## src/rtl/mdio_pkg.sv

```systemverilog
package mdio_pkg;
    localparam int CMD_GO    = 31;
    localparam int CMD_WR    = 30;
    localparam int CMD_ACK   = 29;
    localparam int CTL_NRDY  = 31;
    localparam int CTL_EN    = 30;
    localparam int CTL_FLT   = 19;
    localparam int CTL_FLTEN = 18;

    localparam int FLD_W      = 5;
    localparam int DAT_W      = 16;
    localparam int FRAME_BITS = 64;
    localparam int IDX_W      = $clog2(FRAME_BITS);
    localparam int TA_SLOT    = 46;
    localparam int ACK_SLOT   = 47;
    localparam int DATA_SLOT  = 48;

    localparam logic [1:0] ADDR_CTL = 2'd0;
    localparam logic [1:0] ADDR_CMD = 2'd1;

    typedef enum logic [0:0] {
        FR_IDLE  = 1'b0,
        FR_SHIFT = 1'b1
    } frame_state_t;
endpackage

```

## src/rtl/mdio_clk_gen.sv

```systemverilog
module mdio_clk_gen #(
    parameter int DIV_W = 16
) (
    input  logic             clk,
    input  logic             rst_n,
    input  logic             run,
    input  logic [DIV_W-1:0] div,
    output logic             mdc,
    output logic             rise_tick,
    output logic             fall_tick
);
    logic [DIV_W-1:0] cnt;
    logic [DIV_W-1:0] last;
    logic [DIV_W:0]   half;

    always_comb begin
        last      = (div == '0) ? DIV_W'(1) : div;
        half      = ({1'b0, last} + (DIV_W+1)'(1)) >> 1;
        rise_tick = run && ({1'b0, cnt} == half - (DIV_W+1)'(1));
        fall_tick = run && (cnt == last);
    end

    always_ff @(posedge clk or negedge rst_n) begin
        if (!rst_n) begin
            cnt <= '0;
            mdc <= 1'b0;
        end else if (!run) begin
            cnt <= '0;
            mdc <= 1'b0;
        end else begin
            cnt <= fall_tick ? '0 : cnt + DIV_W'(1);
            if (rise_tick)      mdc <= 1'b1;
            else if (fall_tick) mdc <= 1'b0;
        end
    end
endmodule

```

## src/rtl/mdio_frame_engine.sv

```systemverilog
module mdio_frame_engine
    import mdio_pkg::*;
(
    input  logic             clk,
    input  logic             rst_n,
    input  logic             start,
    input  logic             wr_op,
    input  logic [FLD_W-1:0] phy_addr,
    input  logic [FLD_W-1:0] reg_num,
    input  logic [DAT_W-1:0] wr_data,
    input  logic             rise_tick,
    input  logic             fall_tick,
    input  logic             mdio_in,
    output logic             mdio_out,
    output logic             mdio_oe,
    output logic             busy,
    output logic             done,
    output logic             ack_seen,
    output logic [DAT_W-1:0] rd_data
);
    frame_state_t state, nxt;
    logic [IDX_W-1:0]      slot;
    logic [FRAME_BITS-1:0] shreg;
    logic                  op_wr;
    logic                  last_slot;

    assign last_slot = (slot == IDX_W'(FRAME_BITS-1));

    always_ff @(posedge clk or negedge rst_n) begin
        if (!rst_n) state <= FR_IDLE;
        else        state <= nxt;
    end

    always_comb begin
        nxt = state;
        unique case (state)
            FR_IDLE:  if (start) nxt = FR_SHIFT;
            FR_SHIFT: if (fall_tick && last_slot) nxt = FR_IDLE;
            default:  nxt = FR_IDLE;
        endcase
    end

    always_ff @(posedge clk or negedge rst_n) begin
        if (!rst_n) begin
            slot     <= '0;
            shreg    <= '1;
            op_wr    <= 1'b0;
            ack_seen <= 1'b0;
            rd_data  <= '0;
        end else if (state == FR_IDLE) begin
            if (start) begin
                slot  <= '0;
                op_wr <= wr_op;
                shreg <= {{32{1'b1}}, 2'b01, (wr_op ? 2'b01 : 2'b10),
                          phy_addr, reg_num, (wr_op ? 2'b10 : 2'b11),
                          (wr_op ? wr_data : {DAT_W{1'b1}})};
            end
        end else begin
            if (rise_tick) begin
                if (slot == IDX_W'(ACK_SLOT)) ack_seen <= !mdio_in;
                if (slot >= IDX_W'(DATA_SLOT)) rd_data <= {rd_data[DAT_W-2:0], mdio_in};
            end
            if (fall_tick && !last_slot) begin
                slot  <= slot + IDX_W'(1);
                shreg <= {shreg[FRAME_BITS-2:0], 1'b1};
            end
        end
    end

    always_comb begin
        busy     = (state == FR_SHIFT);
        done     = busy && fall_tick && last_slot;
        mdio_out = busy ? shreg[FRAME_BITS-1] : 1'b1;
        mdio_oe  = busy && (op_wr || (slot < IDX_W'(TA_SLOT)));
    end

    AST_READ_RELEASES_TA: assert property (@(posedge clk) disable iff (!rst_n)
        (busy && !op_wr && slot == IDX_W'(ACK_SLOT)) |-> !mdio_oe);
endmodule

```

## src/rtl/mdio_regs.sv

```systemverilog
module mdio_regs
    import mdio_pkg::*;
#(
    parameter int ADDR_W = 2,
    parameter int DIV_W  = 16
) (
    input  logic              clk,
    input  logic              rst_n,
    input  logic [ADDR_W-1:0] bus_addr,
    input  logic              bus_we,
    input  logic [31:0]       bus_wdata,
    output logic [31:0]       bus_rdata,
    input  logic              done,
    input  logic              ack_in,
    input  logic [DAT_W-1:0]  rd_in,
    output logic [DIV_W-1:0]  div,
    output logic              start,
    output logic              go,
    output logic              wr_op,
    output logic [FLD_W-1:0]  phy_addr,
    output logic [FLD_W-1:0]  reg_num,
    output logic [DAT_W-1:0]  data
);
    logic en, flt, flt_en, ack;
    logic ctl_wr, cmd_wr, launch;

    assign ctl_wr = bus_we && (bus_addr == ADDR_W'(ADDR_CTL));
    assign cmd_wr = bus_we && (bus_addr == ADDR_W'(ADDR_CMD)) && !go;
    assign launch = cmd_wr && bus_wdata[CMD_GO] && en;

    always_ff @(posedge clk or negedge rst_n) begin
        if (!rst_n) begin
            div <= '0; en <= 1'b0; flt <= 1'b0; flt_en <= 1'b0;
        end else if (ctl_wr) begin
            div    <= bus_wdata[DIV_W-1:0];
            en     <= bus_wdata[CTL_EN];
            flt    <= bus_wdata[CTL_FLT];
            flt_en <= bus_wdata[CTL_FLTEN];
        end
    end

    always_ff @(posedge clk or negedge rst_n) begin
        if (!rst_n) begin
            go <= 1'b0; start <= 1'b0; wr_op <= 1'b0; ack <= 1'b0;
            phy_addr <= '0; reg_num <= '0; data <= '0;
        end else begin
            start <= launch;
            if (cmd_wr) begin
                wr_op    <= bus_wdata[CMD_WR];
                reg_num  <= bus_wdata[25:21];
                phy_addr <= bus_wdata[20:16];
                data     <= bus_wdata[DAT_W-1:0];
                go       <= launch;
            end else if (done) begin
                go <= 1'b0;
                if (!wr_op) begin
                    ack  <= ack_in;
                    data <= rd_in;
                end
            end
        end
    end

    always_comb begin
        bus_rdata = '0;
        if (bus_addr == ADDR_W'(ADDR_CTL)) begin
            bus_rdata[CTL_NRDY]    = !en;
            bus_rdata[CTL_EN]      = en;
            bus_rdata[CTL_FLT]     = flt;
            bus_rdata[CTL_FLTEN]   = flt_en;
            bus_rdata[DIV_W-1:0]   = div;
        end else if (bus_addr == ADDR_W'(ADDR_CMD)) begin
            bus_rdata[CMD_GO]      = go;
            bus_rdata[CMD_WR]      = wr_op;
            bus_rdata[CMD_ACK]     = ack;
            bus_rdata[25:21]       = reg_num;
            bus_rdata[20:16]       = phy_addr;
            bus_rdata[DAT_W-1:0]   = data;
        end
    end

    AST_CMD_FROZEN: assert property (@(posedge clk) disable iff (!rst_n)
        (go && $past(go)) |-> ($stable(wr_op) && $stable(phy_addr) && $stable(reg_num)));
    AST_WRITE_KEEPS_ACK: assert property (@(posedge clk) disable iff (!rst_n)
        (done && wr_op) |=> $stable(ack));
endmodule

```

## src/rtl/mdio_master.sv

```systemverilog
module mdio_master
    import mdio_pkg::*;
#(
    parameter int ADDR_W = 2,
    parameter int DIV_W  = 16
) (
    input  logic              clk,
    input  logic              rst_n,
    input  logic [ADDR_W-1:0] bus_addr,
    input  logic              bus_we,
    input  logic [31:0]       bus_wdata,
    output logic [31:0]       bus_rdata,
    output logic              mdc,
    output logic              mdio_out,
    output logic              mdio_oe,
    input  logic              mdio_in
);
    logic [DIV_W-1:0] div;
    logic             start, go, wr_op, busy, done, ack_seen, rise_tick, fall_tick;
    logic [FLD_W-1:0] phy_addr, reg_num;
    logic [DAT_W-1:0] data, rd_data;

    mdio_regs #(.ADDR_W(ADDR_W), .DIV_W(DIV_W)) u_regs (
        .clk(clk), .rst_n(rst_n), .bus_addr(bus_addr), .bus_we(bus_we),
        .bus_wdata(bus_wdata), .bus_rdata(bus_rdata), .done(done),
        .ack_in(ack_seen), .rd_in(rd_data), .div(div), .start(start), .go(go),
        .wr_op(wr_op), .phy_addr(phy_addr), .reg_num(reg_num), .data(data)
    );

    mdio_clk_gen #(.DIV_W(DIV_W)) u_clk (
        .clk(clk), .rst_n(rst_n), .run(busy), .div(div), .mdc(mdc),
        .rise_tick(rise_tick), .fall_tick(fall_tick)
    );

    mdio_frame_engine u_frame (
        .clk(clk), .rst_n(rst_n), .start(start), .wr_op(wr_op),
        .phy_addr(phy_addr), .reg_num(reg_num), .wr_data(data),
        .rise_tick(rise_tick), .fall_tick(fall_tick), .mdio_in(mdio_in),
        .mdio_out(mdio_out), .mdio_oe(mdio_oe), .busy(busy), .done(done),
        .ack_seen(ack_seen), .rd_data(rd_data)
    );

    AST_GO_COVERS_FRAME: assert property (@(posedge clk) disable iff (!rst_n)
        busy |-> go);
    AST_GO_ENDS_AT_DONE: assert property (@(posedge clk) disable iff (!rst_n)
        $fell(go) |-> $past(done));
    AST_MDC_QUIET: assert property (@(posedge clk) disable iff (!rst_n)
        !busy |-> !mdc);
    AST_DRIVE_ON_FALL: assert property (@(posedge clk) disable iff (!rst_n)
        (busy && $past(busy) && !$stable(mdio_out)) |-> $fell(mdc));
endmodule

```

## config.mk

```make
export PLATFORM = sky130hd
export DESIGN_NAME = mdio_master
export DESIGN_NICKNAME = d
export VERILOG_FILES = /design/src/rtl/mdio_pkg.sv /design/src/rtl/mdio_clk_gen.sv /design/src/rtl/mdio_frame_engine.sv /design/src/rtl/mdio_regs.sv /design/src/rtl/mdio_master.sv
export SDC_FILE = /design/constraint.sdc
export NUM_CORES = 1
export LEC_CHECK = 0
export BUFFER_PORTS_ARGS = -buffer_cell sky130_fd_sc_hd__buf_4
export CORE_AREA = 2 2 154 96
export DETAILED_ROUTE_END_ITERATION = 12
export DIE_AREA = 0 0 156 98
export PLACE_DENSITY = 0.78
export SYNTH_ARGS = -nofsm -noshare
export SYNTH_HDL_FRONTEND = slang
export SYNTH_SLANG_ARGS = --single-unit
```

## constraint.sdc

```tcl
create_clock -name clk -period 6.4 [get_ports clk]
set_input_delay 1.28 -clock clk [delete_from_list [all_inputs] [get_ports clk]]
set_output_delay 1.28 -clock clk [all_outputs]
set_load 0.05 [all_outputs]
```

# ---- After elaboration in Yosys (flattened, before gate mapping)
# Cells that the tools add are included.
dict set report totals {
  ff_bits 155
  in_bits 38
}
dict set report op_classes {
  n_addsub 4
  n_lt_le_gt_ge 2
  n_eq_ne 8
  muxes 32
  bitwise 3
  n_reduce_logical 27
}
# cell n
set ops {}
lappend ops {{two-way mux 64 bit} 3}
lappend ops {{two-way mux 16 bit} 8}
lappend ops {{two-way mux 26 bit} 1}
lappend ops {{two-way mux 6 bit} 4}
lappend ops {{adder 16 x 1 -> 17 bit (second input constant)} 1}
lappend ops {{== test 16 x 17 -> 1 bit} 1}
lappend ops {{subtractor 16 x 1 -> 17 bit (second input constant)} 1}
lappend ops {{adder 16 x 1 -> 16 bit (second input constant)} 1}
lappend ops {{== test 16 bit} 1}
lappend ops {{zero test 16 bit} 1}
lappend ops {{== test 6 bit (second input constant)} 2}
lappend ops {{logical AND 1 bit} 12}
lappend ops {{two-way mux 1 bit} 10}
lappend ops {{AND reduction 3 bit} 3}
lappend ops {{two-way mux 2 bit} 4}
lappend ops {{adder 6 x 1 -> 6 bit (second input constant)} 1}
lappend ops {{greater-or-equal comparator 6 bit (second input constant)} 1}
lappend ops {{less-than comparator 6 bit (second input constant)} 1}
lappend ops {{AND reduction 2 bit} 3}
lappend ops {{zero test 1 bit} 4}
lappend ops {{!= test 2 bit (second input constant)} 2}
lappend ops {{nonzero test 2 bit} 2}
lappend ops {{two-way mux 3 bit} 1}
lappend ops {{!= test 3 bit (second input constant)} 1}
lappend ops {{5 further kinds} 7}

# ---- Logic depth before layout (Yosys ltp)
dict set report depth {
  ltp_word 8
  mapped_depth 13
}

# ---- By module
# From an unflattened synthesis, not the netlist that was laid out.
dict set report hier_totals {
  hier_cells 833
  hier_area_um2 8340.5
}
# module instances cells_per_inst area_each_um2 seq_area_each_um2
set modules_own_cells {}
lappend modules_own_cells {mdio_frame_engine 1 370 3842.4 2307.2}
lappend modules_own_cells {mdio_regs 1 204 2409.8 1226.2}
lappend modules_own_cells {mdio_clk_gen 1 259 2088.3 425.4}

# ---- Worst setup path after synthesis
# No wires, ideal clock.
dict set report synth_path {
  path_kind {register to register}
  startpoint {register u_regs.div[1]}
  endpoint {register u_frame.rd_data[10]}
  setup_time_ps 125
  arrival_time_ps 3922
  t_required_ps 6275
  setup_slack_ps 2353
  stages_incl_launch_ff 14
  path_buffers 2
  period_less_slack_ps 4047
  cell_sequence {dfrtp_1 -> buf_2 -> nor4_2 -> and2_1 -> a21oi_1 -> ha_1 -> xnor3_1 -> xnor2_1 -> o2111ai_1 -> or4_1 -> or4_4 -> nor4_4 -> buf_6 -> mux2_4}
}
dict set report synth_via {
  elab_chain_cells 7
}
# element line_no
set synth_lines {}
lappend synth_lines {{from (decl)} mdio_regs.sv:16} ;# output logic [DIV_W-1:0] div,
lappend synth_lines {{from (signal assigned)} mdio_regs.sv:35} ;# div <= bus_wdata[DIV_W-1:0];
lappend synth_lines {{zero test 16 bit} mdio_clk_gen.sv:17} ;# last = (div == '0) ? DIV_W'(1) : div;
lappend synth_lines {{two-way mux 16 bit (*)} mdio_clk_gen.sv:17}
lappend synth_lines {{adder 16 x 1 -> 17 bit (*)} mdio_clk_gen.sv:18} ;# half = ({1'b0, last} + (DIV_W+1)'(1)) >> 1;
lappend synth_lines {{subtractor 16 x 1 -> 17 bit (*)} mdio_clk_gen.sv:19} ;# rise_tick = run && ({1'b0, cnt} == half - (DIV_W+1)'(1));
lappend synth_lines {{== test 16 x 17 -> 1 bit (*)} mdio_clk_gen.sv:19}
lappend synth_lines {{logical AND 1 bit (*)} mdio_clk_gen.sv:19}
lappend synth_lines {{AND reduction 3 bit (no line) (*)} n/a}
lappend synth_lines {{to (signal assigned)} mdio_frame_engine.sv:61} ;# if (slot >= IDX_W'(DATA_SLOT)) rd_data <= {rd_data[DAT_W-2:0], mdio_in};
lappend synth_lines {{to (decl)} mdio_frame_engine.sv:19} ;# output logic [DAT_W-1:0] rd_data
# Every way passes the cells marked *; elsewhere a longest branch is shown, timed or not.
# A chain may end at the register's enable or synchronous reset.

# ---- Final worst setup path
dict set report layout_path {
  startpoint {register u_regs.div[1]}
  endpoint {register u_frame.rd_data[0]}
}
# Same word-level chain as after synthesis.

==> impl_results.md <==
- # hold bufs at CTS: 0
- Asr flop ratio synth: between 90% and 100%
- Yosys reg bits: between 150 and 200
- Reg2reg path depth: 12
- Clk slew on worst S/H paths: around 0.07 ns
- Post-synthesis sequential area ratio: ~49%
- WL/cell: approximately 19 um
- Clock buffers created by TritonCTS: 17
- Share of cells above drive strength 1: between 20% and 30%
- Final Hold Slack: between 0.4 and 0.5 ns
- IR drop worst, VDD: a little under 0.2 mV
- Via/cell ratio: 5.84
- Hold Crit Start: u_frame.shreg[0]$_DFFE_PN1P_
- GRT overflow: 0
- Clock Sinks: roughly 160
- Antenna violations before repair: 0
- Antenna viol nets, final: 0
- Max Freq: 220 MHz
- Area grow syn2layout: 13.7%
- Initial core utilization: between 50 and 60%
- First-pass GRT wire length: roughly 32000 um
- Final Non-Filler Cells: 1028
- Diodes inserted: 0
- Clk pwr share: 26.5%
- Share of power burned in registers: a little under half
- R2R Setup Slk: 1.84 ns
- DR vias: between 6000 and 7000
- DRT iter0 DRCs: roughly 480
- Die height: 98 um
- Least-Margin Pin Slew: between 1 and 1.5 ns
- RR Startpoint: u_regs.div[1]$_DFFE_PN0P_
- P_sw: around 1400 uW
- Hold Path Class: reg2reg
- Post-synth EDFFs: 0
- Worst path slowest cell: or4_4
- Hold Crit Endpoint: u_frame.shreg[0]$_DFFE_PN1P_
- Port Buf Inserts: between 60 and 70
- Mapped Area: roughly 8100 um2
- Nets: 876
- Site Rows: 34
- Detailed Routing Iterations Pass 1: 5
- Ys flop type: dfrtp_1
- Comb power frac: a little over a quarter
- # resized after CTS: 0
- Sw Ratio: 36.1%
- GRT Total Usage: about a quarter
- Fin. Hold Viols: 0
- Critical path required time: 6.71 ns
- CTS tree: done
- CP peak stage delay: between 0.5 and 0.6 ns
- Critical Path AT: 4.86 ns
- Warnings, synthesis: 0
- Inst Count DP: between 900 and 1000
- FF-to-FF End: u_frame.rd_data[0]$_DFFE_PN0P_
- Clock period minus final worst setup slack: roughly 4.6 ns
- Clk_lat worst skew: 0.43 ns
- Setup crit end kind: register
- Critical path class: reg2reg
- DRC viols: 0
- Worst Skew: about 0.014 ns
- Pwr dens: 409 nW/um2
- H-tree depth: 4
- Final setup vio count: 0
- Clk buf depth: 2
- Crit Path Max Fanout: 16
- Max-slew headroom: between 20% and 30%
- Clock Root Buffer: clkbuf_16
- Startpoint types: register
- Post-synth cell types: between 50 and 60
- Setup TNS: 0 ns
- Final worst path period share: 71.2%
- RSZ-0062 raised after global routing: false
- Detailed placement HPWL: between 10000 and 15000 um
- Die area: roughly 15000 um2
- CP Cell Sequence: nor4_2, and2_1, a21oi_1, ha_1, xnor3_1, xnor2_1, o2111ai_1, or4_1, or4_4, nor4_4, buf_4, mux2_2
- Max Slew Vio Count: 0
- Number of global-route vias before repair: 6089
- I/O Pins: 73
- Leakage: around 0.0038 uW
- RePlAce Congestion: 0.894
- Gate count of the mapped netlist: 807
- Max-cap violation count: 0
- Die width: about 160 um
- Largest net degree at the start of global routing: between 80 and 90
- Avg Cell Area, Syn: between 9 and 10 um2
- Pint: about 2400 uW
- Total Wirelength: just under 20000 um
- Post-CTS Setup Inserts: 0
- CORE AREA: between 10000 and 15000 um2
- Hold path cells: 2
- Outcome: finished, final reports clean
[power by group through the flow]
stage,Combinational [uW],Sequential (uW),Clock [uW]
2_1_floorplan,846,1590,0
3_3_place_gp,972,1710,0
3_5_place_dp,1010,1730,0
4_1_cts,1030,1720,1000
5_1_grt,1130,1770,1040
6_report,1020,1730,994
[critical path: cells and delay by family, from the launching register on]
kind / cells / cell delay (ns)
AND/OR/NAND/NOR: 5 / 2.05
AO/OA/AOI/OAI: 2 / 0.20
flip-flops: 1 / 0.53
multiplexers: 1 / 0.38
adder cells (fa/ha/maj): 1 / 0.33
XOR/XNOR: 2 / 0.60
buffers and inverters: 1 / 0.34
[how the worst max path moves through the flow]
| stage | startpoint | to | slack (ns) | depth (start not counted) |
|---|---|---|---|---|
| 2_1_floorplan | u_regs.div[1]$_DFFE_PN0P_ | u_frame.rd_data[10]$_DFFE_PN0P_ | 2.35 | 13 |
| 3_3_place_gp | u_regs.div[1]$_DFFE_PN0P_ | u_frame.rd_data[5]$_DFFE_PN0P_ | 1.92 | 12 |
| 3_5_place_dp | u_regs.div[1]$_DFFE_PN0P_ | u_frame.rd_data[4]$_DFFE_PN0P_ | 1.89 | 12 |
| 4_1_cts | u_regs.div[1]$_DFFE_PN0P_ | u_frame.rd_data[0]$_DFFE_PN0P_ | 1.88 | 12 |
| 5_1_grt | u_regs.div[1]$_DFFE_PN0P_ | u_frame.rd_data[1]$_DFFE_PN0P_ | 1.56 | 12 |
| 6_report | u_regs.div[1]$_DFFE_PN0P_ | u_frame.rd_data[0]$_DFFE_PN0P_ | 1.84 | 12 |
[cells in the mapped netlist (5+ instances only)]
library cell	n	share of area [%]
a21oi_1	46	2.9
and2_1	10	0.78
and3_1	10	0.78
buf_1	6	0.28
buf_2	8	0.50
clkbuf_1	46	2.1
dfrtp_1	91	28
dfstp_2	64	21
inv_1	9	0.42
mux2_2	36	5.0
mux2_4	10	1.9
mux2i_1	47	5.8
nand2_1	67	3.1
nand3_1	18	1.1
nand4_1	15	1.2
nor2_1	112	5.2
nor3_1	8	0.50
o21ai_0	52	3.2
o22ai_1	18	1.4
or2_2	5	0.39
or4_1	8	0.75
xnor2_1	34	3.7
xor2_1	20	2.2
[logic make-up after synthesis]
group	Yosys count	share of synthesized area, %
XOR/XNOR	55	6.15
AO/OA/AOI/OAI	138	9.69
buffers and inverters	77	4.22
AND/OR/NAND/NOR	284	17.3
adder cells (fa/ha/maj)	3	0.466
flip-flops	155	49.1
other	1	0.0466
multiplexers	94	13.0
[metrics by stage]
| stage | setup WS [ns] | util [%] | instance area (um2) | total power (uW) |
|---|---|---|---|---|
| after floorplan | 2.35 | - | 8060 | 2440 |
| after global placement | 1.92 | 61.3 | 8580 | 2680 |
| after detailed placement | 1.89 | 61.3 | 8580 | 2750 |
| after CTS | 1.88 | 65.4 | 9160 | 3750 |
| after global routing | 1.56 | 65.4 | 9160 | 3950 |
| final | 1.84 | 65.4 | 9160 | 3740 |
[cells in the final DEF, fill, tap and decap left out, drive strengths merged, types with 3 or more instances in the layout]
| cell type | n |
|---|---|
| nor2 | 112 |
| dfrtp | 91 |
| buf | 74 |
| nand2 | 67 |
| dfstp | 64 |
| o21ai | 52 |
| mux2i | 47 |
| a21oi | 46 |
| mux2 | 46 |
| xnor2 | 34 |
| xor2 | 20 |
| o22ai | 18 |
| nand3 | 18 |
| clkbuf | 18 |
| inv | 17 |
| nand4 | 15 |
| and2 | 10 |
| and3 | 10 |
| or4 | 10 |
| nor3 | 10 |
| nor4 | 6 |
| or2 | 5 |
| a21o | 4 |
| or3 | 4 |
| o2111ai | 4 |
| clkinvlp | 4 |
| nor2b | 4 |
| nand2b | 3 |
| o31a | 3 |
| o31ai | 3 |
| ha | 3 |
| conb | 3 |
| a31oi | 3 |
| clkinv | 3 |
[per-layer routing]
layer  part of all wire (%)  track usage (%)  up-vias
met1                     49             39.3     2976
met3                    5.3             5.77       31
li1                       -                -     2841
met4                    1.5             7.62        0
met2                     44             40.3      157
met5                      0                0        -
[layout make-up]
| class | count | area [um2] |
|---|---|---|
| Clock buffer | 18 | 429 |
| Tap cell | 180 | 225 |
| Inverter | 10 | 37.5 |
| Clock inverter | 14 | 148 |
| Multi-Input combinational cell | 577 | 3800 |
| Sequential cell | 155 | 3960 |
| Timing Repair Buffer | 74 | 559 |
| Fill cell | 1099 | 4840 |
[flip-flops by register name, indices dropped and copies added, names as in the netlist]
signal            cells
u_clk.cnt            16
u_clk.mdc             1
u_frame.ack_seen      1
u_frame.busy          1
u_frame.op_wr         1
u_frame.rd_data      16
u_frame.shreg        64
u_frame.slot          6
u_regs.ack            1
u_regs.data          16
u_regs.div           16
u_regs.en             1
u_regs.flt            1
u_regs.flt_en         1
u_regs.go             1
u_regs.phy_addr       5
u_regs.reg_num        5
u_regs.start          1
u_regs.wr_op          1
Note: power is estimated with default switching activity, not from simulation.
